### src/rtl/ncl_pkg.sv
`timescale 1ns/1ps
package ncl_pkg;
    // Word offsets inside the line
    localparam int OFS_COUNT = 0;  // overwrite the count
    localparam int OFS_ADD   = 1;  // atomic add
    localparam int OFS_WORD  = 2;  // notification word
    localparam int OFS_MASK  = 3;  // slot live bits
    localparam int OFS_ADDR0 = 4;  // first slot address
endpackage

### src/rtl/ncl_slot_pick.sv
`timescale 1ns/1ps
// Lowest-index pick among pending slots
module ncl_slot_pick #(
    parameter int N     = 4,
    parameter int IDX_W = 2
) (
    input  logic [N-1:0]     req,
    output logic [N-1:0]     gnt,
    output logic [IDX_W-1:0] idx
);
    logic [N:0] seen;
    assign seen[0] = 1'b0;

    for (genvar g = 0; g < N; g++) begin : g_chain
        assign gnt[g]    = req[g] & ~seen[g];
        assign seen[g+1] = seen[g] | req[g];
    end

    always_comb begin
        idx = '0;
        for (int i = 0; i < N; i++) begin
            if (gnt[i]) idx = IDX_W'(i);
        end
    end
endmodule

### src/rtl/ncl_addr_bank.sv
`timescale 1ns/1ps
// Notification destination registers, one per slot
module ncl_addr_bank #(
    parameter int N      = 4,
    parameter int ADDR_W = 32,
    parameter int IDX_W  = 2
) (
    input  logic                     clk,
    input  logic                     rst_n,
    input  logic                     we,
    input  logic [IDX_W-1:0]         sel,
    input  logic [ADDR_W-1:0]        wdata,
    output logic [N-1:0][ADDR_W-1:0] addr
);
    for (genvar g = 0; g < N; g++) begin : g_slot
        logic [ADDR_W-1:0] slot_q;
        always_ff @(posedge clk or negedge rst_n) begin
            if (!rst_n)                          slot_q <= '0;
            else if (we && sel == IDX_W'(g))     slot_q <= wdata;
        end
        assign addr[g] = slot_q;
    end
endmodule

### src/rtl/notify_counter_line.sv
`timescale 1ns/1ps
module notify_counter_line
    import ncl_pkg::*;
#(
    parameter int DATA_W  = 32,
    parameter int ADDR_W  = 32,
    parameter int N_SLOTS = 4,
    parameter int OFS_W   = 3
) (
    input  logic              clk,
    input  logic              rst_n,
    input  logic              wr_en,
    input  logic [OFS_W-1:0]  wr_ofs,
    input  logic [DATA_W-1:0] wr_data,
    output logic              wr_stall,
    output logic              ntf_valid,
    input  logic              ntf_ready,
    output logic [ADDR_W-1:0] ntf_addr,
    output logic [DATA_W-1:0] ntf_data,
    output logic [DATA_W-1:0] cnt_value
);
    localparam int IDX_W = (N_SLOTS > 1) ? $clog2(N_SLOTS) : 1;

    typedef struct packed {
        logic [DATA_W-1:0]  cnt;
        logic [DATA_W-1:0]  word;
        logic [N_SLOTS-1:0] mask;
        logic [N_SLOTS-1:0] pend;
    } line_st_t;

    line_st_t s_q, s_d;

    logic                      busy, acc, is_add, fire;
    logic [DATA_W-1:0]         sum;
    logic [N_SLOTS-1:0]        grant;
    logic [IDX_W-1:0]          gidx;
    logic                      bank_we;
    logic [IDX_W-1:0]          bank_sel;
    logic [N_SLOTS-1:0][ADDR_W-1:0] bank_addr;

    ncl_slot_pick #(.N(N_SLOTS), .IDX_W(IDX_W)) u_pick (
        .req (s_q.pend),
        .gnt (grant),
        .idx (gidx)
    );

    ncl_addr_bank #(.N(N_SLOTS), .ADDR_W(ADDR_W), .IDX_W(IDX_W)) u_bank (
        .clk   (clk),
        .rst_n (rst_n),
        .we    (bank_we),
        .sel   (bank_sel),
        .wdata (wr_data[ADDR_W-1:0]),
        .addr  (bank_addr)
    );

    always_comb begin
        busy     = |s_q.pend;
        acc      = wr_en && !busy;
        is_add   = acc && (wr_ofs == OFS_W'(OFS_ADD));
        sum      = s_q.cnt + wr_data;
        fire     = is_add && (s_q.cnt != '0) && (sum == '0);

        bank_we  = 1'b0;
        bank_sel = '0;
        for (int i = 0; i < N_SLOTS; i++) begin
            if (acc && wr_ofs == OFS_W'(OFS_ADDR0 + i)) begin
                bank_we  = 1'b1;
                bank_sel = IDX_W'(i);
            end
        end

        s_d = s_q;
        if (acc) begin
            if (wr_ofs == OFS_W'(OFS_COUNT))     s_d.cnt  = wr_data;
            else if (is_add)                     s_d.cnt  = sum;
            else if (wr_ofs == OFS_W'(OFS_WORD)) s_d.word = wr_data;
            else if (wr_ofs == OFS_W'(OFS_MASK)) s_d.mask = wr_data[N_SLOTS-1:0];
        end

        if (fire)                   s_d.pend = s_q.mask;
        else if (busy && ntf_ready) s_d.pend = s_q.pend & ~grant;
    end

    always_ff @(posedge clk or negedge rst_n) begin
        if (!rst_n) s_q <= '0;
        else        s_q <= s_d;
    end

    assign wr_stall  = wr_en && busy;
    assign ntf_valid = busy;
    assign ntf_addr  = bank_addr[gidx];
    assign ntf_data  = s_q.word;
    assign cnt_value = s_q.cnt;
endmodule

### config.mk
export PLATFORM = sky130hd
export DESIGN_NAME = notify_counter_line
export DESIGN_NICKNAME = d
export VERILOG_FILES = /design/src/rtl/ncl_pkg.sv /design/src/rtl/ncl_slot_pick.sv /design/src/rtl/ncl_addr_bank.sv /design/src/rtl/notify_counter_line.sv
export SDC_FILE = /design/constraint.sdc
export NUM_CORES = 1
export LEC_CHECK = 0
export BUFFER_PORTS_ARGS = -buffer_cell sky130_fd_sc_hd__buf_2
export CAP_MARGIN = 15
export CORE_MARGIN = 3
export CORE_UTILIZATION = 28
export CTS_BUF_LIST = sky130_fd_sc_hd__clkbuf_4 sky130_fd_sc_hd__clkbuf_8 sky130_fd_sc_hd__clkbuf_16
export DETAILED_ROUTE_END_ITERATION = 6
export SKIP_LAST_GASP = 1
export SYNTH_ARGS = -nofsm -noshare
export SYNTH_HDL_FRONTEND = slang
export SYNTH_SLANG_ARGS = --single-unit
### constraint.sdc
create_clock -name clk -period 4.4 [get_ports clk]
set_input_delay 0.88 -clock clk [delete_from_list [all_inputs] [get_ports clk]]
set_output_delay 0.88 -clock clk [all_outputs]
set_load 0.02 [all_outputs]
==> results of run 1 <==
==> cell families after synthesis <==
logic type / Yosys count / share of synthesized area [%]
compound gates: 174 / 10.6
xor+xnor: 21 / 1.66
fa+ha+maj: 32 / 3.67
buf+inv: 133 / 6.86
flops: 200 / 45.1
mux: 206 / 24.0
simple gates: 180 / 8.12
==> sequential cells by signal (all words and copies together) (netlist names) <==
signal,cells
s_q,8
ntf_data,32
u_bank.g_slot.slot_q,128
cnt_value,32
==> metal layers <==
layer	share of wire [%]	track usage (%)	wire length, µm
met1	46	19.6	13900
met2	48	23.7	14400
met3	4.9	3.73	1480
met4	1.4	3.34	433
met5	0.043	0	13
==> layout make-up <==
| cell class | count | area [µm²] | area share (%) |
|---|---|---|---|
| Clock buffer | 18 | 439 | 3.50 |
| Sequential cell | 200 | 5000 | 39.9 |
| Inverter | 17 | 63.8 | 0.509 |
| Tap cell | 518 | 648 | 5.17 |
| Multi-Input combinational cell | 613 | 5380 | 42.9 |
| Clock inverter | 13 | 111 | 0.889 |
| Timing Repair Buffer | 159 | 887 | 7.08 |
==> synth_stat cells, types with 7 or more instances <==
master / count
sky130_fd_sc_hd__a211oi_1: 12
sky130_fd_sc_hd__a21o_1: 11
sky130_fd_sc_hd__a21oi_1: 46
sky130_fd_sc_hd__and3_1: 11
sky130_fd_sc_hd__buf_4: 64
sky130_fd_sc_hd__clkbuf_1: 39
sky130_fd_sc_hd__dfrtp_1: 200
sky130_fd_sc_hd__ha_1: 31
sky130_fd_sc_hd__inv_1: 17
sky130_fd_sc_hd__mux2_2: 159
sky130_fd_sc_hd__mux2i_1: 12
sky130_fd_sc_hd__mux4_2: 32
sky130_fd_sc_hd__nand2_1: 66
sky130_fd_sc_hd__nand3_1: 12
sky130_fd_sc_hd__nand4_1: 11
sky130_fd_sc_hd__nor2_1: 25
sky130_fd_sc_hd__nor3_1: 14
sky130_fd_sc_hd__nor4_1: 13
sky130_fd_sc_hd__o21a_1: 7
sky130_fd_sc_hd__o21ai_0: 42
sky130_fd_sc_hd__xnor2_1: 13
sky130_fd_sc_hd__xor2_1: 8
==> final timing paths <==
| kind | cells after the start | endpoint | from |
|---|---|---|---|
| max in group asynchronous | 2 | cnt_value[4]$_DFFE_PN0P_ | rst_n |
| worst min register to register | 1 | ntf_data[7]$_DFFE_PN0P_ | ntf_data[7]$_DFFE_PN0P_ |
| worst max register to register | 12 | s_q[0]$_DFFE_PN0P_ | cnt_value[0]$_DFFE_PN0P_ |
| worst max-delay path | 13 | s_q[0]$_DFFE_PN0P_ | wr_data[0] |
| min in group clk | 1 | ntf_data[7]$_DFFE_PN0P_ | ntf_data[7]$_DFFE_PN0P_ |
| worst min-delay path | 1 | u_bank.g_slot[1].slot_q[23]$_DFFE_PN0P_ | rst_n |
==> cells in the final DEF, fill, tap and decap left out, drive strengths merged, types with 3 or more instances in the layout <==
master	netlist	routed
inv	17	23
o21bai	3	3
xnor2	13	13
dfrtp	200	200
nor3b	3	3
o21a	8	8
or2	4	4
or3	5	5
o21ai	48	48
a21oi	48	48
nor3	14	14
nand2	66	66
clkbuf	39	19
buf	77	158
nand4	11	11
and3	11	11
clkinvlp	0	3
a2111oi	5	5
mux2	162	162
xor2	8	8
a21boi	5	5
a21o	11	11
a31oi	6	6
or4	4	4
o211ai	6	6
a211oi	12	12
ha	31	31
mux4	32	32
nor2	25	25
nand3	12	12
mux2i	12	12
nor4	14	14
clkinv	0	4
==> worst max-delay path: cells and delay by family <==
kind	cells	cell delay, ns
xor+xnor	1	0.09
simple gates	4	1.46
compound gates	4	0.89
fa+ha+maj	2	0.65
buf+inv	2	0.30
==> power breakdown <==
group	switching (mW)	internal, mW	total, mW
sequential	0.324	2.31	2.63
combinational	1.98	1.37	3.35
clock	0.768	0.753	1.52
total	3.07	4.43	7.51
==> metrics.txt, run 1 <==
# TYPE chip_impl_metric gauge
chip_impl_info{name="outcome",value="finished, final reports clean"} 1
chip_impl_metric{name="fmaxAchievable",unit="MHz"} 257
chip_impl_info{name="path_class",value="input pin to register"} 1
chip_impl_metric{name="synth_fp_nets",unit=""} 1017
chip_impl_info{name="critical_path.slowest_cell",value="sky130_fd_sc_hd__or4_4"} 1
chip_impl_metric{name="place.port_buffers",unit=""} 136
chip_impl_metric{name="vias",unit=""} 7638
chip_impl_metric{name="hold-worst-slack",unit="ns"} 0.449
chip_impl_metric{name="mean_syn_cell_area",unit="µm²"} 11.7
chip_impl_metric{name="grt.total_usage",unit="%"} 14.6
chip_impl_metric{name="initial_cell_density_of_the_core",unit="%"} 28.5
chip_impl_info{name="clock_tree_from_tritoncts",value="yes"} 1
chip_impl_metric{name="grt_overflow_total",unit=""} 0
chip_impl_metric{name="final_cell_count_no_fill",unit=""} 1538
chip_impl_metric{name="cts_post_setup_buffers_inserted",unit=""} 0
chip_impl_metric{name="cellLeakagePower",unit="nW"} 5.45
chip_impl_metric{name="cpPeakStageDelay",unit="ns"} 0.57
chip_impl_metric{name="drt_total_wl",unit="µm"} 30200
chip_impl_metric{name="grt_start_max_net_pins",unit=""} 91
chip_impl_metric{name="drt-vias-per-instance",unit=""} 4.97
chip_impl_metric{name="area_growth",unit="%"} 12.9
chip_impl_metric{name="clock_insertion_delay_worst_skew",unit="ns"} 0.45
chip_impl_metric{name="drc_errors",unit=""} 0
chip_impl_metric{name="setup_slack_on_the_worst_flop_to_flop_path",unit="ns"} 0.62
chip_impl_metric{name="die_boundary_height",unit="µm"} 205
chip_impl_metric{name="drt-pass1-iter-count",unit=""} 5
chip_impl_metric{name="num_io_pins",unit=""} 137
chip_impl_info{name="grt_setup_unrepaired",value="no"} 1
chip_impl_metric{name="postCtsHoldBufs",unit=""} 0
chip_impl_metric{name="synth_sequential_area_ratio",unit="%"} 45.1
chip_impl_info{name="min_path_type",value="input pin to asynchronous set/reset pin"} 1
chip_impl_metric{name="place.detailed.instances",unit=""} 1507
chip_impl_metric{name="drive_gt1_share",unit="%"} 40.3
chip_impl_metric{name="finalInstanceArea",unit="mm²"} 0.0125
chip_impl_metric{name="timing.critical_path.arrival",unit="ns"} 4.27
chip_impl_metric{name="post_synth_instance_area",unit="mm²"} 0.0111
chip_impl_metric{name="fin_worst_skew",unit="ns"} 0.00882
chip_impl_metric{name="routabilityCongestion",unit=""} 0.912
chip_impl_metric{name="worst_setup_hold_path_clk_slew",unit="ns"} 0.07
chip_impl_metric{name="post-route-min-period",unit="ns"} 3.89
chip_impl_metric{name="floorplan.die_area",unit="mm²"} 0.0421
chip_impl_metric{name="tightestPinTransition",unit="ns"} 0.839
chip_impl_info{name="timing.critical_path.to_type",value="register"} 1
chip_impl_metric{name="clock_sink_count",unit=""} 200
chip_impl_info{name="synthTopCellsByArea",value="sky130_fd_sc_hd__dfrtp_1 (45%), sky130_fd_sc_hd__mux2_2 (16%), sky130_fd_sc_hd__mux4_2 (6.5%)"} 1
chip_impl_metric{name="first_pass_grt_wire_length",unit="µm"} 46800
chip_impl_metric{name="grt_pass1_vias",unit=""} 7708
chip_impl_metric{name="timing.setup.tns",unit="ns"} 0
chip_impl_metric{name="timing.critical_path.required",unit="ns"} 4.78
chip_impl_metric{name="dp_slack",unit="ns"} 0.0605
chip_impl_info{name="synth.largest_area_cell",value="sky130_fd_sc_hd__dfrtp_1"} 1
chip_impl_metric{name="first_iter_violations",unit=""} 401
chip_impl_info{name="clk_root_buffer_cell",value="sky130_fd_sc_hd__clkbuf_16"} 1
chip_impl_metric{name="num_antenna_cells",unit=""} 0
chip_impl_metric{name="fin_nets",unit=""} 1079
chip_impl_metric{name="synth.ff_latch_count",unit=""} 200
chip_impl_metric{name="crit_path_max_fanout",unit=""} 5
chip_impl_metric{name="post-layout-total-power",unit="mW"} 7.51
chip_impl_metric{name="power.ir.vdd_worst",unit="V"} 0.000280
chip_impl_metric{name="cts.path.max_buffers",unit=""} 2
chip_impl_metric{name="cts_buffers",unit=""} 17
chip_impl_metric{name="post_synth_edffs",unit=""} 0
chip_impl_metric{name="slew_headroom",unit="%"} 44.1
chip_impl_metric{name="finalHoldViolCount",unit=""} 0
chip_impl_metric{name="setup_viol",unit=""} 0
chip_impl_metric{name="drt.antenna.violating_nets",unit=""} 0
chip_impl_info{name="timing.critical_path.cells",value="buf_2, ha_1, fa_1, a21o_1, a221oi_4, buf_4, o21a_4, xnor2_1, or4_1, nor4_2, nand4_1, or4_4, o2bb2ai_2"} 1
chip_impl_metric{name="powerDensity",unit="mW/mm²"} 599
chip_impl_metric{name="place_hpwl",unit="µm"} 21800
chip_impl_metric{name="synth.top_cell.area_share",unit="%"} 45.1
chip_impl_metric{name="final_max_slew_viol_count",unit=""} 0
chip_impl_metric{name="postPlaceCellArea",unit="mm²"} 0.0120
chip_impl_metric{name="dieWidth",unit="µm"} 205
chip_impl_metric{name="final.setup.worst_slack",unit="ns"} 0.512
chip_impl_metric{name="cap_violations",unit=""} 0
chip_impl_metric{name="floorplan.core_area",unit="mm²"} 0.0389
chip_impl_metric{name="wl_per_cell",unit="µm"} 19.6
chip_impl_metric{name="async_reset_ff_share",unit="%"} 100
chip_impl_metric{name="row_count",unit=""} 72
chip_impl_metric{name="synth-warning-count",unit=""} 0
chip_impl_metric{name="synthCells",unit=""} 946
chip_impl_metric{name="initial_antenna_violation_count",unit=""} 1
chip_impl_metric{name="filler_cell_count",unit=""} 3988
chip_impl_metric{name="ys_types",unit=""} 73
chip_impl_info{name="ys.flop_type",value="sky130_fd_sc_hd__dfrtp_1"} 1
chip_impl_info{name="worstSetupStartpointType",value="input pin"} 1
chip_impl_metric{name="final_core_utilization",unit="%"} 32.2
chip_impl_metric{name="post_cts_resized",unit=""} 0
chip_impl_metric{name="finalCritPeriodShare",unit="%"} 88.4
chip_impl_metric{name="number_of_levels_in_the_clock_h_tree",unit=""} 4
No activity file was read; power rests on OpenSTA's default activity.
==> run 2: changes to the inputs <==
--- a/config.mk
+++ b/config.mk
@@ -7,6 +7,7 @@
 export LEC_CHECK = 0
 export BUFFER_PORTS_ARGS = -buffer_cell sky130_fd_sc_hd__buf_2
 export CAP_MARGIN = 15
+export CORE_ASPECT_RATIO = 1.75
 export CORE_MARGIN = 3
 export CORE_UTILIZATION = 28
 export CTS_BUF_LIST = sky130_fd_sc_hd__clkbuf_4 sky130_fd_sc_hd__clkbuf_8 sky130_fd_sc_hd__clkbuf_16
==> run 2 against run 1 <==
Count of clock-buffer cells in the layout rose by 1. Total power up 2.6%. Sequential power hardly changed. Worst hold slack improved by 0.030 ns. Utilization increased by 0.33 points. Sequential share of layout area down 0.24 points. First-iteration DRC count decreased by 6.5%. Critical path depth stayed put. Non-clock buffer count rose by 9. Die area rose by 0.23%. Largest cell class unchanged.
==> metrics.txt, run 2 (same netlist as run 1, synthesis figures left out) <==
# TYPE chip_impl_metric gauge
chip_impl_info{name="outcome",value="finished, final reports clean"} 1
chip_impl_metric{name="cts_buffers",unit=""} 17
chip_impl_metric{name="cap_violations",unit=""} 0
chip_impl_metric{name="slew_headroom",unit="%"} 34.2
chip_impl_metric{name="num_io_pins",unit=""} 137
chip_impl_metric{name="drt_total_wl",unit="µm"} 31500
chip_impl_metric{name="finalHoldViolCount",unit=""} 0
chip_impl_info{name="layout.cells.most_common",value="sky130_fd_sc_hd__dfrtp_1"} 1
chip_impl_metric{name="cts_post_setup_buffers_inserted",unit=""} 0
chip_impl_metric{name="floorplan.core_area",unit="mm²"} 0.0387
chip_impl_metric{name="place.detailed.instances",unit=""} 1483
chip_impl_metric{name="depth_of_the_worst_register_to_register_path",unit=""} 12
chip_impl_metric{name="fmaxAchievable",unit="MHz"} 260
chip_impl_info{name="clock_tree_from_tritoncts",value="yes"} 1
chip_impl_info{name="grt_setup_unrepaired",value="no"} 1
chip_impl_metric{name="finalCritPeriodShare",unit="%"} 87.3
chip_impl_metric{name="first_pass_grt_wire_length",unit="µm"} 48800
chip_impl_info{name="critical_path.reg2reg.endpoint",value="s_q[0]$_DFFE_PN0P_"} 1
chip_impl_metric{name="grt_pass1_vias",unit=""} 8173
chip_impl_metric{name="drt-vias-per-instance",unit=""} 5.03
chip_impl_info{name="critical_path.slowest_cell",value="sky130_fd_sc_hd__or4_4"} 1
chip_impl_metric{name="worst_setup_hold_path_clk_slew",unit="ns"} 0.08
chip_impl_metric{name="grt_overflow_total",unit=""} 0
chip_impl_metric{name="row_count",unit=""} 95
chip_impl_metric{name="clock_sink_count",unit=""} 200
chip_impl_metric{name="routabilityCongestion",unit=""} 0.916
chip_impl_metric{name="wl_per_cell",unit="µm"} 20.8
chip_impl_metric{name="setup_viol",unit=""} 0
chip_impl_metric{name="postCtsHoldBufs",unit=""} 0
chip_impl_metric{name="timing.setup.tns",unit="ns"} 0
chip_impl_metric{name="floorplan.die_area",unit="mm²"} 0.0422
chip_impl_info{name="timing.critical_path.to_type",value="register"} 1
chip_impl_metric{name="grt_start_max_net_pins",unit=""} 113
chip_impl_metric{name="initial_antenna_violation_count",unit=""} 0
chip_impl_metric{name="multi_input_area",unit="mm²"} 0.00538
chip_impl_metric{name="post_cts_resized",unit=""} 0
chip_impl_info{name="path_class",value="input pin to register"} 1
chip_impl_metric{name="dp_slack",unit="ns"} 0.159
chip_impl_metric{name="dieWidth",unit="µm"} 157
chip_impl_info{name="layout.cells.most_common_list",value="sky130_fd_sc_hd__dfrtp_1 (200), sky130_fd_sc_hd__mux2_2 (159), sky130_fd_sc_hd__buf_2 (135)"} 1
chip_impl_info{name="clk_root_buffer_cell",value="sky130_fd_sc_hd__clkbuf_16"} 1
chip_impl_metric{name="final.setup.worst_slack",unit="ns"} 0.557
chip_impl_metric{name="fin_nets",unit=""} 1088
chip_impl_metric{name="first_iter_violations",unit=""} 375
chip_impl_metric{name="ff_latch_area",unit="mm²"} 0.00500
chip_impl_info{name="min_path_type",value="input pin to asynchronous set/reset pin"} 1
chip_impl_metric{name="drt-pass1-iter-count",unit=""} 4
chip_impl_metric{name="setup_slack_on_the_worst_flop_to_flop_path",unit="ns"} 0.69
chip_impl_metric{name="fin_worst_skew",unit="ns"} 0.0116
chip_impl_metric{name="area_growth",unit="%"} 13.6
chip_impl_metric{name="timing.critical_path.required",unit="ns"} 4.78
chip_impl_metric{name="drt.antenna.violating_nets",unit=""} 0
chip_impl_metric{name="post-route-min-period",unit="ns"} 3.84
chip_impl_metric{name="power.ir.vdd_worst",unit="V"} 0.000248
chip_impl_info{name="timing.critical_path.cells",value="buf_2, ha_1, fa_1, a21o_1, a221oi_4, o21ai_1, a2111oi_0, buf_4, o32ai_1, nor4_2, nand4_1, or4_4, o2bb2ai_2"} 1
chip_impl_metric{name="cellLeakagePower",unit="nW"} 5.52
chip_impl_metric{name="drc_errors",unit=""} 0
chip_impl_metric{name="largest_reg_flops",unit=""} 128
chip_impl_metric{name="powerDensity",unit="mW/mm²"} 611
chip_impl_metric{name="cts.path.max_buffers",unit=""} 2
chip_impl_metric{name="tightestPinTransition",unit="ns"} 0.986
chip_impl_metric{name="final_cell_count_no_fill",unit=""} 1515
chip_impl_metric{name="die_boundary_height",unit="µm"} 269
chip_impl_metric{name="place.port_buffers",unit=""} 136
chip_impl_info{name="registers.top_by_ff_count",value="u_bank.g_slot.slot_q"} 1
chip_impl_metric{name="place_hpwl",unit="µm"} 23700
chip_impl_metric{name="filler_cell_count",unit=""} 3927
chip_impl_metric{name="clock_insertion_delay_worst_skew",unit="ns"} 0.46
chip_impl_metric{name="number_of_levels_in_the_clock_h_tree",unit=""} 4
chip_impl_metric{name="grt.total_usage",unit="%"} 15.2
chip_impl_metric{name="vias",unit=""} 7626
chip_impl_metric{name="timing.critical_path.arrival",unit="ns"} 4.23
chip_impl_metric{name="final_max_slew_viol_count",unit=""} 0
chip_impl_info{name="worstSetupStartpointType",value="input pin"} 1
chip_impl_metric{name="num_antenna_cells",unit=""} 0
chip_impl_metric{name="drive_gt1_share",unit="%"} 40.9
chip_impl_info{name="worst_r2r_startpoint",value="cnt_value[0]$_DFFE_PN0P_"} 1
chip_impl_metric{name="crit_path_max_fanout",unit=""} 4
chip_impl_metric{name="cpPeakStageDelay",unit="ns"} 0.56
chip_impl_metric{name="initial_cell_density_of_the_core",unit="%"} 28.6
-- run 2: layout make-up --
type	count	share of cell area, %
Inverter	17	0.506
Sequential cell	200	39.7
Clock inverter	13	1.21
Timing Repair Buffer	168	7.57
Clock buffer	19	3.54
Tap cell	485	4.81
Multi-Input combinational cell	613	42.7
-- run 2: metal layers --
layer | track usage [%] | up-vias | wire length [µm]
met5 | 0 | - | 0
met4 | 7.17 | 0 | 1360
met3 | 3.39 | 58 | 1240
met2 | 28.1 | 171 | 17200
met1 | 16.0 | 3838 | 11700
li1 | - | 3559 | -
-- run 2: power breakdown --
group / total, mW / internal (mW) / switching (mW)
sequential: 2.63 / 2.31 / 0.324
combinational: 3.45 / 1.40 / 2.05
clock: 1.62 / 0.834 / 0.784
-- run 2: critical path, delay by kind of cell --
kind / cells / cell delay (ns)
AO/OA/AOI/OAI: 6 / 1.35
AND/OR/NAND/NOR: 3 / 1.02
adder cells (fa/ha/maj): 2 / 0.66
buffers and inverters: 2 / 0.31
-- run 2: how the worst max path moves through the flow --
stage / startpoint / to / slack [ns] / cells past startpoint
4_1_cts: wr_data[0] / s_q[0]$_DFFE_PN0P_ / 0.61 / 13
3_3_place_gp: wr_data[0] / s_q[0]$_DFFE_PN0P_ / 0.22 / 13
5_1_grt: wr_data[0] / s_q[0]$_DFFE_PN0P_ / 0.48 / 13
2_1_floorplan: wr_data[0] / s_q[0]$_DFFE_PN0P_ / 0.56 / 11
6_report: wr_data[0] / s_q[0]$_DFFE_PN0P_ / 0.56 / 13
3_5_place_dp: wr_data[0] / s_q[0]$_DFFE_PN0P_ / 0.16 / 13
-- run 2: per-stage QoR --
stage	util (%)	hold slack [ns]	total power [mW]	area [µm²]
floorplan	-	0.465	5.25	11100
global placement	31.0	0.472	6.09	12000
detailed placement	31.0	0.476	6.13	12000
CTS	32.5	0.493	7.78	12600
global route	32.5	0.512	8.19	12600
finish	32.5	0.479	7.70	12600
